## src/rtl/ram_pb_pkg.sv

```systemverilog
package ram_pb_pkg;

    localparam logic [2:0] PB_HOLD     = 3'd0;
    localparam logic [2:0] PB_RAMP     = 3'd1;
    localparam logic [2:0] PB_BIDIR    = 3'd2;
    localparam logic [2:0] PB_PINGPONG = 3'd3;
    localparam logic [2:0] PB_LOOP     = 3'd4;

endpackage

```

## src/rtl/pb_rate_timer.sv

```systemverilog
module pb_rate_timer #(
    parameter int STEP_W = 16,
    parameter int FACT_W = 8
) (
    input  logic              clk,
    input  logic              rst_n,
    input  logic              clear,
    input  logic              run,
    input  logic              use_bb,
    input  logic              bb_tick,
    input  logic [STEP_W-1:0] step_word,
    input  logic [FACT_W-1:0] interp_fact,
    output logic              tick
);
    localparam int CNT_W = STEP_W + FACT_W + 2;

    logic [CNT_W-1:0] cnt_d, cnt_q;
    logic [CNT_W-1:0] span_m1;
    logic [CNT_W-1:0] m_eff, r_eff;

    always_comb begin
        m_eff   = (step_word == '0)   ? CNT_W'(1) : CNT_W'(step_word);
        r_eff   = (interp_fact == '0) ? CNT_W'(1) : CNT_W'(interp_fact);
        span_m1 = ((m_eff * r_eff) << 2) - CNT_W'(1);
        tick    = run && (use_bb ? bb_tick : (cnt_q == '0));
        cnt_d   = cnt_q;
        if (clear) begin
            cnt_d = '0;
        end else if (run && !use_bb) begin
            cnt_d = (cnt_q == '0) ? span_m1 : cnt_q - CNT_W'(1);
        end
    end

    always_ff @(posedge clk) begin
        if (!rst_n) cnt_q <= '0;
        else        cnt_q <= cnt_d;
    end


    no_back_to_back_chk: assert property (@(posedge clk) disable iff (!rst_n)
        (tick && !use_bb && !clear) |=> !(tick && !use_bb));

endmodule

```

## src/rtl/pb_addr_stepper.sv

```systemverilog
module pb_addr_stepper
    import ram_pb_pkg::*;
#(
    parameter int ADDR_W = 10
) (
    input  logic [2:0]        mode,
    input  logic [ADDR_W-1:0] addr,
    input  logic [ADDR_W-1:0] start_addr,
    input  logic [ADDR_W-1:0] stop_addr,
    input  logic              dir_up,
    input  logic              level,
    output logic [ADDR_W-1:0] nxt_addr,
    output logic              nxt_up
);
    localparam logic [ADDR_W-1:0] ONE = ADDR_W'(1);

    always_comb begin
        nxt_addr = addr;
        nxt_up   = dir_up;
        case (mode)
            PB_RAMP: begin
                if (addr < stop_addr) nxt_addr = addr + ONE;
            end
            PB_BIDIR: begin
                if (level) begin
                    if (addr < stop_addr) nxt_addr = addr + ONE;
                end else begin
                    if (addr > start_addr) nxt_addr = addr - ONE;
                end
            end
            PB_PINGPONG: begin
                if (start_addr != stop_addr) begin
                    if (dir_up) begin
                        if (addr >= stop_addr) begin
                            nxt_up   = 1'b0;
                            nxt_addr = addr - ONE;
                        end else begin
                            nxt_addr = addr + ONE;
                        end
                    end else begin
                        if (addr <= start_addr) begin
                            nxt_up   = 1'b1;
                            nxt_addr = addr + ONE;
                        end else begin
                            nxt_addr = addr - ONE;
                        end
                    end
                end
            end
            PB_LOOP: begin
                nxt_addr = (addr >= stop_addr) ? start_addr : addr + ONE;
            end
            default: begin
                nxt_addr = start_addr;
            end
        endcase
    end

endmodule

```

## src/rtl/ram_playback_engine.sv

```systemverilog
module ram_playback_engine
    import ram_pb_pkg::*;
#(
    parameter int ADDR_W = 10,
    parameter int SAMP_W = 16,
    parameter int STEP_W = 16,
    parameter int FACT_W = 8
) (
    input  logic                clk,
    input  logic                rst_n,
    input  logic                ram_en,
    input  logic                dest_bb,
    input  logic [ADDR_W-1:0]   seg_start,
    input  logic [ADDR_W-1:0]   seg_end,
    input  logic [STEP_W-1:0]   seg_step,
    input  logic [2:0]          seg_mode,
    input  logic [FACT_W-1:0]   interp_fact,
    input  logic                update_stb,
    input  logic                profile_stb,
    input  logic                seg_sel,
    input  logic                bb_tick,
    output logic [ADDR_W-1:0]   rd_addr,
    input  logic [2*SAMP_W-1:0] rd_data,
    output logic [SAMP_W-1:0]   i_out,
    output logic [SAMP_W-1:0]   q_out,
    output logic                out_valid
);
    localparam int WORD_W = 2 * SAMP_W;

    typedef struct packed {
        logic [ADDR_W-1:0] addr;
        logic              dir_up;
        logic              zero;
        logic              sel_prev;
        logic [SAMP_W-1:0] i_s;
        logic [SAMP_W-1:0] q_s;
        logic              valid;
    } pb_state_t;

    pb_state_t st_d, st_q;

    logic              trans, restart, run, clear, tick, silence;
    logic [ADDR_W-1:0] step_addr;
    logic              step_up;

    assign trans   = (seg_sel != st_q.sel_prev);
    assign restart = trans && (seg_mode != PB_BIDIR);
    assign run     = ram_en && !st_q.zero && !trans;
    assign clear   = !ram_en || restart;
    assign silence = ram_en && !dest_bb && (update_stb || profile_stb);

    pb_rate_timer #(
        .STEP_W (STEP_W),
        .FACT_W (FACT_W)
    ) u_timer (
        .clk         (clk),
        .rst_n       (rst_n),
        .clear       (clear),
        .run         (run),
        .use_bb      (dest_bb),
        .bb_tick     (bb_tick),
        .step_word   (seg_step),
        .interp_fact (interp_fact),
        .tick        (tick)
    );

    pb_addr_stepper #(
        .ADDR_W (ADDR_W)
    ) u_stepper (
        .mode       (seg_mode),
        .addr       (st_q.addr),
        .start_addr (seg_start),
        .stop_addr  (seg_end),
        .dir_up     (st_q.dir_up),
        .level      (seg_sel),
        .nxt_addr   (step_addr),
        .nxt_up     (step_up)
    );

    always_comb begin
        st_d          = st_q;
        st_d.sel_prev = seg_sel;
        st_d.valid    = 1'b0;
        if (!ram_en) begin
            st_d.addr   = seg_start;
            st_d.dir_up = 1'b1;
            st_d.zero   = 1'b0;
            st_d.i_s    = '0;
            st_d.q_s    = '0;
        end else begin
            if (trans) begin
                st_d.zero = 1'b0;
                if (restart) begin
                    st_d.addr   = seg_start;
                    st_d.dir_up = 1'b1;
                end
            end else if (tick) begin
                st_d.i_s    = rd_data[WORD_W-1:SAMP_W];
                st_d.q_s    = rd_data[SAMP_W-1:0];
                st_d.valid  = 1'b1;
                st_d.addr   = step_addr;
                st_d.dir_up = step_up;
            end
            if (silence) begin
                st_d.zero  = 1'b1;
                st_d.i_s   = '0;
                st_d.q_s   = '0;
                st_d.valid = 1'b0;
            end
        end
    end

    always_ff @(posedge clk) begin
        if (!rst_n) begin
            st_q <= '{addr: '0, dir_up: 1'b1, zero: 1'b0, sel_prev: 1'b0,
                      i_s: '0, q_s: '0, valid: 1'b0};
        end else begin
            st_q <= st_d;
        end
    end

    assign rd_addr   = st_q.addr;
    assign i_out     = st_q.i_s;
    assign q_out     = st_q.q_s;
    assign out_valid = st_q.valid;


    strobe_silence_chk: assert property (@(posedge clk) disable iff (!rst_n)
        silence |=> (i_out == '0 && q_out == '0 && !out_valid));


    disabled_idle_chk: assert property (@(posedge clk) disable iff (!rst_n)
        !ram_en |=> (!out_valid && i_out == '0 && q_out == '0
                     && rd_addr == $past(seg_start)));


    zero_hold_chk: assert property (@(posedge clk) disable iff (!rst_n)
        (ram_en && st_q.zero && !trans) |=> !out_valid);


    ramp_park_chk: assert property (@(posedge clk) disable iff (!rst_n)
        (ram_en && !trans && seg_mode == PB_RAMP && rd_addr == seg_end)
        |=> rd_addr == $past(seg_end));


    loop_wrap_chk: assert property (@(posedge clk) disable iff (!rst_n)
        (ram_en && tick && seg_mode == PB_LOOP && rd_addr == seg_end)
        |=> rd_addr == $past(seg_start));

endmodule

```

## config.mk

```make
export PLATFORM = sky130hd
export DESIGN_NAME = ram_playback_engine
export DESIGN_NICKNAME = d
export VERILOG_FILES = /design/src/rtl/ram_pb_pkg.sv /design/src/rtl/pb_rate_timer.sv /design/src/rtl/pb_addr_stepper.sv /design/src/rtl/ram_playback_engine.sv
export SDC_FILE = /design/constraint.sdc
export NUM_CORES = 1
export LEC_CHECK = 0
export BUFFER_PORTS_ARGS = -buffer_cell sky130_fd_sc_hd__buf_4
export CELL_PAD_IN_SITES_DETAIL_PLACEMENT = 2
export CELL_PAD_IN_SITES_GLOBAL_PLACEMENT = 2
export CORE_UTILIZATION = 35
export CTS_CLUSTER_DIAMETER = 40
export DETAILED_ROUTE_END_ITERATION = 8
export GPL_ROUTABILITY_DRIVEN = 1
export GPL_TIMING_DRIVEN = 0
export PLACE_DENSITY = 0.85
export SYNTH_ARGS = -nofsm -noshare
export SYNTH_HDL_FRONTEND = slang
export SYNTH_SLANG_ARGS = --single-unit
```

## constraint.sdc

```tcl
create_clock -name clk -period 9 [get_ports clk]
set_input_delay 1.8 -clock clk [delete_from_list [all_inputs] [get_ports clk]]
set_output_delay 1.8 -clock clk [all_outputs]
set_load 0.005 [all_outputs]
```

# After elaboration in Yosys (flattened, before gate mapping)
# Index checks and enable logic that the tools add are counted.
[word_totals] register_bits=72 in_bits=87 output_inout_bits=43 word_cells=84
[classes] add_sub_neg=4 multipliers=1 magnitude_cmp=4 eq_ne=12 mux=25 bitwise_logic=3 reduce_logical=27
[ops] operator="$mux 10" count=8
[ops] operator="$sub 26x1->26 const B" count=2
[ops] operator="$pmux 10 s4" count=1
[ops] operator="$mux 11" count=3
[ops] operator="$logic_not 26->1" count=1
[ops] operator="$mul 26x26->24" count=1
[ops] operator="$mux 26" count=1
[ops] operator="$logic_not 16->1" count=1
[ops] operator="$mux 16" count=1
[ops] operator="$mux 12" count=1
[ops] operator="$add 10x1->10 const B" count=1
[ops] operator="$ge 10x10->1" count=1
[ops] operator="$gt 10x10->1" count=1
[ops] operator="$le 10x10->1" count=1
[ops] operator="$lt 10x10->1" count=1
[ops] operator="$ne 10x10->1" count=1
[ops] operator="$sub 10x1->10 const B" count=1
[ops] operator="$mux 1" count=9
[ops] operator="$logic_not 8->1" count=1
[ops] operator="$mux 8" count=1
[ops] operator="$reduce_and 4->1" count=2
[ops] operator="$reduce_bool 2->1" count=4
[ops] operator="$logic_and 1x1->1" count=7
[ops] operator="$eq 3x2->1 const B" count=2
[ops] operator="other kinds (15)" count=23

# Logic depth before layout (Yosys ltp)
# Gate-level depths: netlist of the first run.
[logic_depth] word_depth=8 depth_mapped=24 mapped_depth_nobuf=21

# By module
# Synthesis of the first run repeated with hierarchy kept, for this count alone.
[unflattened] cells_unflattened=1316 hier_area_um2=10299.9
[by_module_without_submodules] mod="pb_rate_timer" instances=1 cells_each=776 area_each_um2=6306.0 seq_area_each_um2=520.5
[by_module_without_submodules] mod="ram_playback_engine" instances=1 cells_each=249 area_each_um2=2057.0 seq_area_each_um2=920.9
[by_module_without_submodules] mod="pb_addr_stepper" instances=1 cells_each=291 area_each_um2=1936.9 seq_area_each_um2=0.0

# Worst setup path after synthesis of the first run
# No wires, ideal clock.
[synth_timing] kind="input-to-reg" startpoint="input port seg_step[13]" endpoint="register u_timer.cnt_q[25]" setup_time_ns=0.130 t_arrival_ns=7.329 t_required_ns=8.870 path_slack_ns=1.541 cell_stages=23 n_path_buf=3 cell_sequence="buf_4 > nor3_1 > a41oi_1 > nand2b_1 > fa_1 > fa_1 > inv_1 > fa_1 > inv_1 > fa_1 > inv_1 > ha_1 > buf_6 > and2_1 > buf_2 > a211o_1 > a32oi_2 > o221ai_2 > or4_2 > and3_1 > nor4b_4 > xnor2_1 > o22ai_1"
[synth_via] elab_chain_cells=5
[synth_lines] element="from (decl)" line_no="ram_playback_engine.sv:15" text="input logic [STEP_W-1:0] seg_step,"
[synth_lines] element="$logic_not 16->1" line_no="pb_rate_timer.sv:22" text="m_eff = (step_word == '0) ? CNT_W'(1) : CNT_W'(step_word);"
[synth_lines] element="$mux 16 *" line_no="pb_rate_timer.sv:22"
[synth_lines] element="$mul 26x26->24 *" line_no="pb_rate_timer.sv:24" text="span_m1 = ((m_eff * r_eff) << 2) - CNT_W'(1);"
[synth_lines] element="$sub 26x1->26 *" line_no="pb_rate_timer.sv:24"
[synth_lines] element="$mux 26 *" line_no="pb_rate_timer.sv:30" text="cnt_d = (cnt_q == '0) ? span_m1 : cnt_q - CNT_W'(1);"
[synth_lines] element="to (signal assigned)" line_no="pb_rate_timer.sv:36" text="else cnt_q <= cnt_d;"
[synth_lines] element="to (decl)" line_no="pb_rate_timer.sv:17" text="logic [CNT_W-1:0] cnt_d, cnt_q;"
# Every way passes the cells marked *; elsewhere a longest branch is shown, timed or not.
# A chain may end at the register's enable or synchronous reset.

# Worst setup path in the final report of the first run
[layout_timing] startpoint="input port seg_step[9]" endpoint="register u_timer.cnt_q[25]"
# Same word-level chain as after synthesis.

==> results of run 1 <==
==> worst max-delay path by stage <==
| stage | to | slack [ps] | cells past startpoint |
|---|---|---|---|
| 6_report | u_timer.cnt_q[25] | 640 | 22 |
| 5_1_grt | u_timer.cnt_q[22] | 370 | 22 |
| 4_1_cts | u_timer.cnt_q[25] | 750 | 22 |
| 3_5_place_dp | u_timer.cnt_q[25] | 390 | 22 |
| 3_3_place_gp | u_timer.cnt_q[25] | 720 | 22 |
| 2_1_floorplan | u_timer.cnt_q[25] | 1540 | 23 |
==> area by class of cell <==
cell class                      count  area share [%]
Inverter                          138            4.39
Tap cell                          378            4.01
Multi-Input combinational cell   1005            64.4
Timing Repair Buffer              126            8.01
Sequential cell                    72            12.2
Clock buffer                        9            1.91
Buffer                             97            4.59
Clock inverter                      7           0.498
==> report_power, final <==
part / internal [W] / switching (W)
combinational: 0.000804 / 0.00132
sequential: 0.000330 / 0.0000169
clock: 0.000192 / 0.000166
==> cells by family after synthesis <==
| logic type | after synthesis | share of synthesized area, % |
|---|---|---|
| muxes | 6 | 0.594 |
| adders and majority gates | 152 | 25.1 |
| buffers and inverters | 235 | 10.5 |
| xor gates and xnor gates | 62 | 5.51 |
| AOI/OAI and AO/OA | 291 | 19.0 |
| and+or+nand+nor | 494 | 25.1 |
| DFF | 72 | 14.3 |
==> flip-flops by register name (all words and copies together) (netlist names) <==
name	count
u_timer.cnt_q	26
i_out	16
q_out	16
rd_addr	10
st_q	3
out_valid	1
==> Yosys cell counts (41+ instances only) <==
library cell / n / area (um^2)
o21ai_0: 53 / 265
clkbuf_1: 46 / 173
nor2_1: 64 / 240
fa_1: 84 / 1680
inv_1: 138 / 518
a21oi_1: 98 / 490
buf_4: 43 / 323
ha_1: 68 / 851
nor3_1: 41 / 205
dfxtp_1: 72 / 1440
nand2_1: 145 / 544
and2_1: 93 / 582
==> through the flow <==
stage	instance area (um^2)	total power (W)	setup slack [ps]
floorplan	10100	0.00186	1540
global placement	11500	0.00232	717
detailed placement	11500	0.00246	386
CTS	11800	0.00283	745
global route	11800	0.00306	369
finish	11800	0.00283	637
==> critical path, cell delays in order <==
cell	delay [ps]
buf_4	150
nor4_1	340
a41oi_1	500
nand2b_1	350
fa_1	440
inv_1	100
fa_1	470
fa_1	570
inv_1	60
fa_1	530
inv_1	40
ha_1	260
buf_2	190
nand4_1	230
nor3_1	790
o21ai_0	240
nand3_1	180
o21ai_0	270
or3_4	490
nor4b_4	290
xnor2_1	170
o22ai_1	100
==> layer usage <==
metal	routed length, um	global-route usage, %
met1	15400	30.3
met5	0	0
met3	1220	2.95
met4	1270	9.54
met2	20800	51.8
==> impl_metrics.ini, run 1 <==
[status]
outcome = complete, no violations

[place]
gp_congestion = 0.908
io_buffer_count = 126
dp_cells = 1816
dp_hpwl_um = 31100

[detailed_routing]
dr.pass1.iters = 5
drc = 0
vias = 10200
vias_per_cell = 5.59
initialDrtViolationCount = 446
drt-total-wl_um = 38700
ant_nets = 0
routedWlPerCell_um = 21.1

[die]
dieWidth_um = 172
die_area_um2 = 29600
core-area_um2 = 28100
pin_count = 130
dieHeight_um = 172
rows = 61
start_util_pct = 36.0

[cells_and_area]
fin_util_pct = 42.0
layout_common_cells = buf_4 (169), nand2_1 (145), inv_1 (138)
finalNetCount = 1688
num_antenna_cells = 0
final_cells = 1832
multi_input_area_um2 = 7600
fill_cells = 3345
register_area_um2 = 1440
layout_commonest_cell = buf_4
drive_above_1_share_pct = 14.7
synthToLayoutAreaGrowth_pct = 16.9

[grt]
grt_use_total_pct = 27.0
grt_max_degree = 16
grt_pass1_wl_um = 61700
grt_pass1_vias = 11700
grt.overflow.total = 0
antenna_found_initial = 0

[sta]
finalSetupViolCount = 0
min_period_ps = 8360
slew_headroom_pct = 19.8
hold_viol = 0
slew_violations = 0
worst_slew_pin_slew_ps = 1190
finClkSkew_ps = 11.6
fmax_ghz = 0.120
rsz0062_at_grt = false
worst_hold_slack_ps = 460
finalCritPeriodShare_pct = 92.9
setup-tns-final_ps = 0

[clock_tree]
root_buffer = clkbuf_16
postCtsSetupBuffers = 0
cts_tree = built
clock_latency_ps = 340
postCtsResizedCells = 0
cts.sinks = 72
clkTransAtPathRegs_ps = 70
hold_buffers = 0
numCtsBuffers = 9
clock_path_buffers = 2
cts.htree.levels = 3

[worst_setup_path]
rr_startpoint = rd_addr[0]
reg2reg_to = rd_addr[6]
critPathLaunchType = input port
critPathKind = input port to flip-flop
ff2ff_path_depth = 12
critical_path_required_ps = 9210
cp-end-kind = flip-flop
crit_path_max_fanout = 9
r2r_slack_ps = 4850
crit_start = seg_step[9]
cp.arrival_ps = 8570

[power_and_ir_drop]
peakVddDrop_uv = 174
p_leak_nw = 5.25
powerDensity_nw_per_um2 = 239

[synth]
syn_avg_cell_area_um2 = 7.70
syn-num-nets = 1551
synth_seq_cells = 72
syn_area_um2 = 10100
ys.flop_type = dfxtp_1
postSynth.asyncResetShare_pct = 0
synth.yosys.warnings = 0
synth_edf_count = 0
ys_types = 78
synth-seq-area-share_pct = 14.3
syn_inst = 1312

[worst_hold_path]
hp-class = flip-flop to flip-flop
holdPathStages = 2
hp-start = i_out[4]
hold_end = i_out[4]

[run]
cap_violations = 0
Note: power is estimated with default switching activity, not from simulation.
==> run 2: changes to the inputs <==
--- a/config.mk
+++ b/config.mk
@@ -5,15 +5,15 @@
 export SDC_FILE = /design/constraint.sdc
 export NUM_CORES = 1
 export LEC_CHECK = 0
-export BUFFER_PORTS_ARGS = -buffer_cell sky130_fd_sc_hd__buf_4
 export CELL_PAD_IN_SITES_DETAIL_PLACEMENT = 2
 export CELL_PAD_IN_SITES_GLOBAL_PLACEMENT = 2
-export CORE_UTILIZATION = 35
+export CORE_UTILIZATION = 39
 export CTS_CLUSTER_DIAMETER = 40
 export DETAILED_ROUTE_END_ITERATION = 8
+export DONT_BUFFER_PORTS = 1
 export GPL_ROUTABILITY_DRIVEN = 1
 export GPL_TIMING_DRIVEN = 0
-export PLACE_DENSITY = 0.85
+export PLACE_DENSITY = 0.86
 export SYNTH_ARGS = -nofsm -noshare
 export SYNTH_HDL_FRONTEND = slang
 export SYNTH_SLANG_ARGS = --single-unit
==> run 2 against run 1 <==
Worst setup slack better by 290 ps. Clock power up 1%. Routed wire length down 4.7%. Register-to-register slack better by 50 ps. Power down 0.82%. Final cell count down 9.5%. Global-route usage up 1.8 points. Worst hold slack worse by 2.6 ps. Die area down 10%. Combinational power about the same. Critical path type unchanged. Critical endpoint unchanged.
==> impl_metrics.ini, run 2 (synthesis gave the netlist of run 1 again) <==
[status]
outcome = complete, no violations

[sta]
setup-tns-final_ps = 0
rsz0062_at_grt = false
finalCritPeriodShare_pct = 89.7
worst_slew_pin_slew_ps = 1290
fin_ws_ps = 931
slew_violations = 0
finalSetupViolCount = 0
hold_viol = 0
worst_hold_slack_ps = 457
min_period_ps = 8070
slew_headroom_pct = 13.2
finClkSkew_ps = 17.8
fmax_ghz = 0.124

[worst_setup_path]
crit_chain = buf_4 -> nor3_1 -> a41oi_1 -> nand2b_1 -> fa_1 -> inv_1 -> fa_1 -> fa_1 -> inv_1 -> fa_1 -> inv_1 -> ha_1 -> buf_2 -> nand4_1 -> nor3_1 -> nor2_1 -> o2111ai_1 -> o311a_2 -> nor4b_1 -> nor4b_4 -> xnor2_1 -> o22ai_1
crit_path_max_incr_delay_ps = 650
path_delay_family = simple AND/OR/NAND/NOR gates
cp.arrival_ps = 8270
cp-end-kind = flip-flop
rr_startpoint = rd_addr[0]
crit_slowest_cell = nor3_1
path_buf_inv = 5
crit_start = seg_step[13]
crit_path_max_fanout = 9
critPathKind = input port to flip-flop
reg2reg_to = rd_addr[6]
critPathLaunchType = input port
worst_path_most_repeated_cell = fa_1
critical_path_required_ps = 9200
ff2ff_path_depth = 12
r2r_slack_ps = 4900

[detailed_routing]
vias_per_cell = 5.88
drc = 0
dr.pass1.iters = 5
initialDrtViolationCount = 433
routedWlPerCell_um = 22.3
vias = 9747
ant_nets = 0
drt-total-wl_um = 36900

[clock_tree]
cts_tree = built
cts.htree.levels = 3
hold_buffers = 0
postCtsSetupBuffers = 0
numCtsBuffers = 9
root_buffer = clkbuf_16
postCtsResizedCells = 0
clock_path_buffers = 2
clkTransAtPathRegs_ps = 60
clock_latency_ps = 360
cts.sinks = 72

[cells_and_area]
layout_commonest_cell = nand2_1
drive_above_1_share_pct = 6.63
register_area_um2 = 1440
finalNetCount = 1562
multi_input_area_um2 = 7600
largest_reg_flops = 26
regMostFlops = u_timer.cnt_q
layout_common_cells = nand2_1 (145), inv_1 (138), a21oi_1 (98)
num_antenna_cells = 0
synthToLayoutAreaGrowth_pct = 6.92
fill_cells = 3007

[grt]
antenna_found_initial = 0
grt_pass1_wl_um = 59800
grt_pass1_vias = 11200
grt_max_degree = 16
grt.overflow.total = 0
grt_use_total_pct = 28.8

[power_and_ir_drop]
powerDensity_nw_per_um2 = 259
peakVddDrop_uv = 167
p_leak_nw = 4.62

[place]
dp_hpwl_um = 30300
gp_congestion = 0.895
dp_slack_ps = 582
io_buffer_count = 0

[die]
rows = 58
core-area_um2 = 25300
pin_count = 130
start_util_pct = 39.9
die_area_um2 = 26600
dieWidth_um = 163
dieHeight_um = 163

[worst_hold_path]
hold_end = q_out[12]
hp-class = flip-flop to flip-flop
holdPathStages = 2
hp-start = q_out[12]

[run]
cap_violations = 0
[run 2: cell types whose count changed in the layout (fill, tap and decap cells not counted), sizes merged]
| cell | previous run | this run |
|---|---|---|
| buf | 176 | 50 |
[run 2: how the worst max path moves through the flow]
stage | to | slack [ps] | cells after the start
after global placement | u_timer.cnt_q[25] | 790 | 23
after global routing | u_timer.cnt_q[22] | 390 | 22
after floorplan | u_timer.cnt_q[25] | 1540 | 23
final | u_timer.cnt_q[25] | 930 | 22
after detailed placement | u_timer.cnt_q[22] | 580 | 22
after CTS | u_timer.cnt_q[22] | 970 | 22
[run 2: area by class of cell]
type / instances / area share [%]
inverters: 138 / 4.79
plain buffers: 97 / 5.01
multi-input cells: 1005 / 70.4
clock buffers: 9 / 2.08
flip-flops and latches: 72 / 13.3
well taps: 330 / 3.82
clock inverters: 7 / 0.567
[run 2: layer usage]
metal  vias to the layer above  routed length, um  part of all wire (%)  GRT usage (%)
met5                         -                  0                     0              0
met4                         0               1850                   5.0           14.4
met3                       103               1010                   2.7           3.18
met1                      4975              14300                    39           31.4
li1                       4461                  -                     -              -
met2                       208              19800                    54           54.6
[run 2: tightest hold or removal path, delay by kind of cell (launching register included)]
kind	cells	cell delay, ps
compound gates	1	50
flops	1	310
simple gates	1	50
[run 2: per-stage QoR]
step	std cells	instance area (um^2)	total power [W]	utilization (%)
floorplan	1312	10100	0.00186	-
global placement	1642	10500	0.00226	41.5
detailed placement	1642	10500	0.00244	41.5
CTS	1658	10800	0.00281	42.7
global route	1658	10800	0.00303	42.7
finish	1658	10800	0.00280	42.7
[run 2: power by group]
| part | internal (W) | switching, W |
|---|---|---|
| logic | 0.000781 | 0.00132 |
| registers | 0.000330 | 0.0000153 |
| clock network | 0.000193 | 0.000169 |
| total | 0.00130 | 0.00150 |
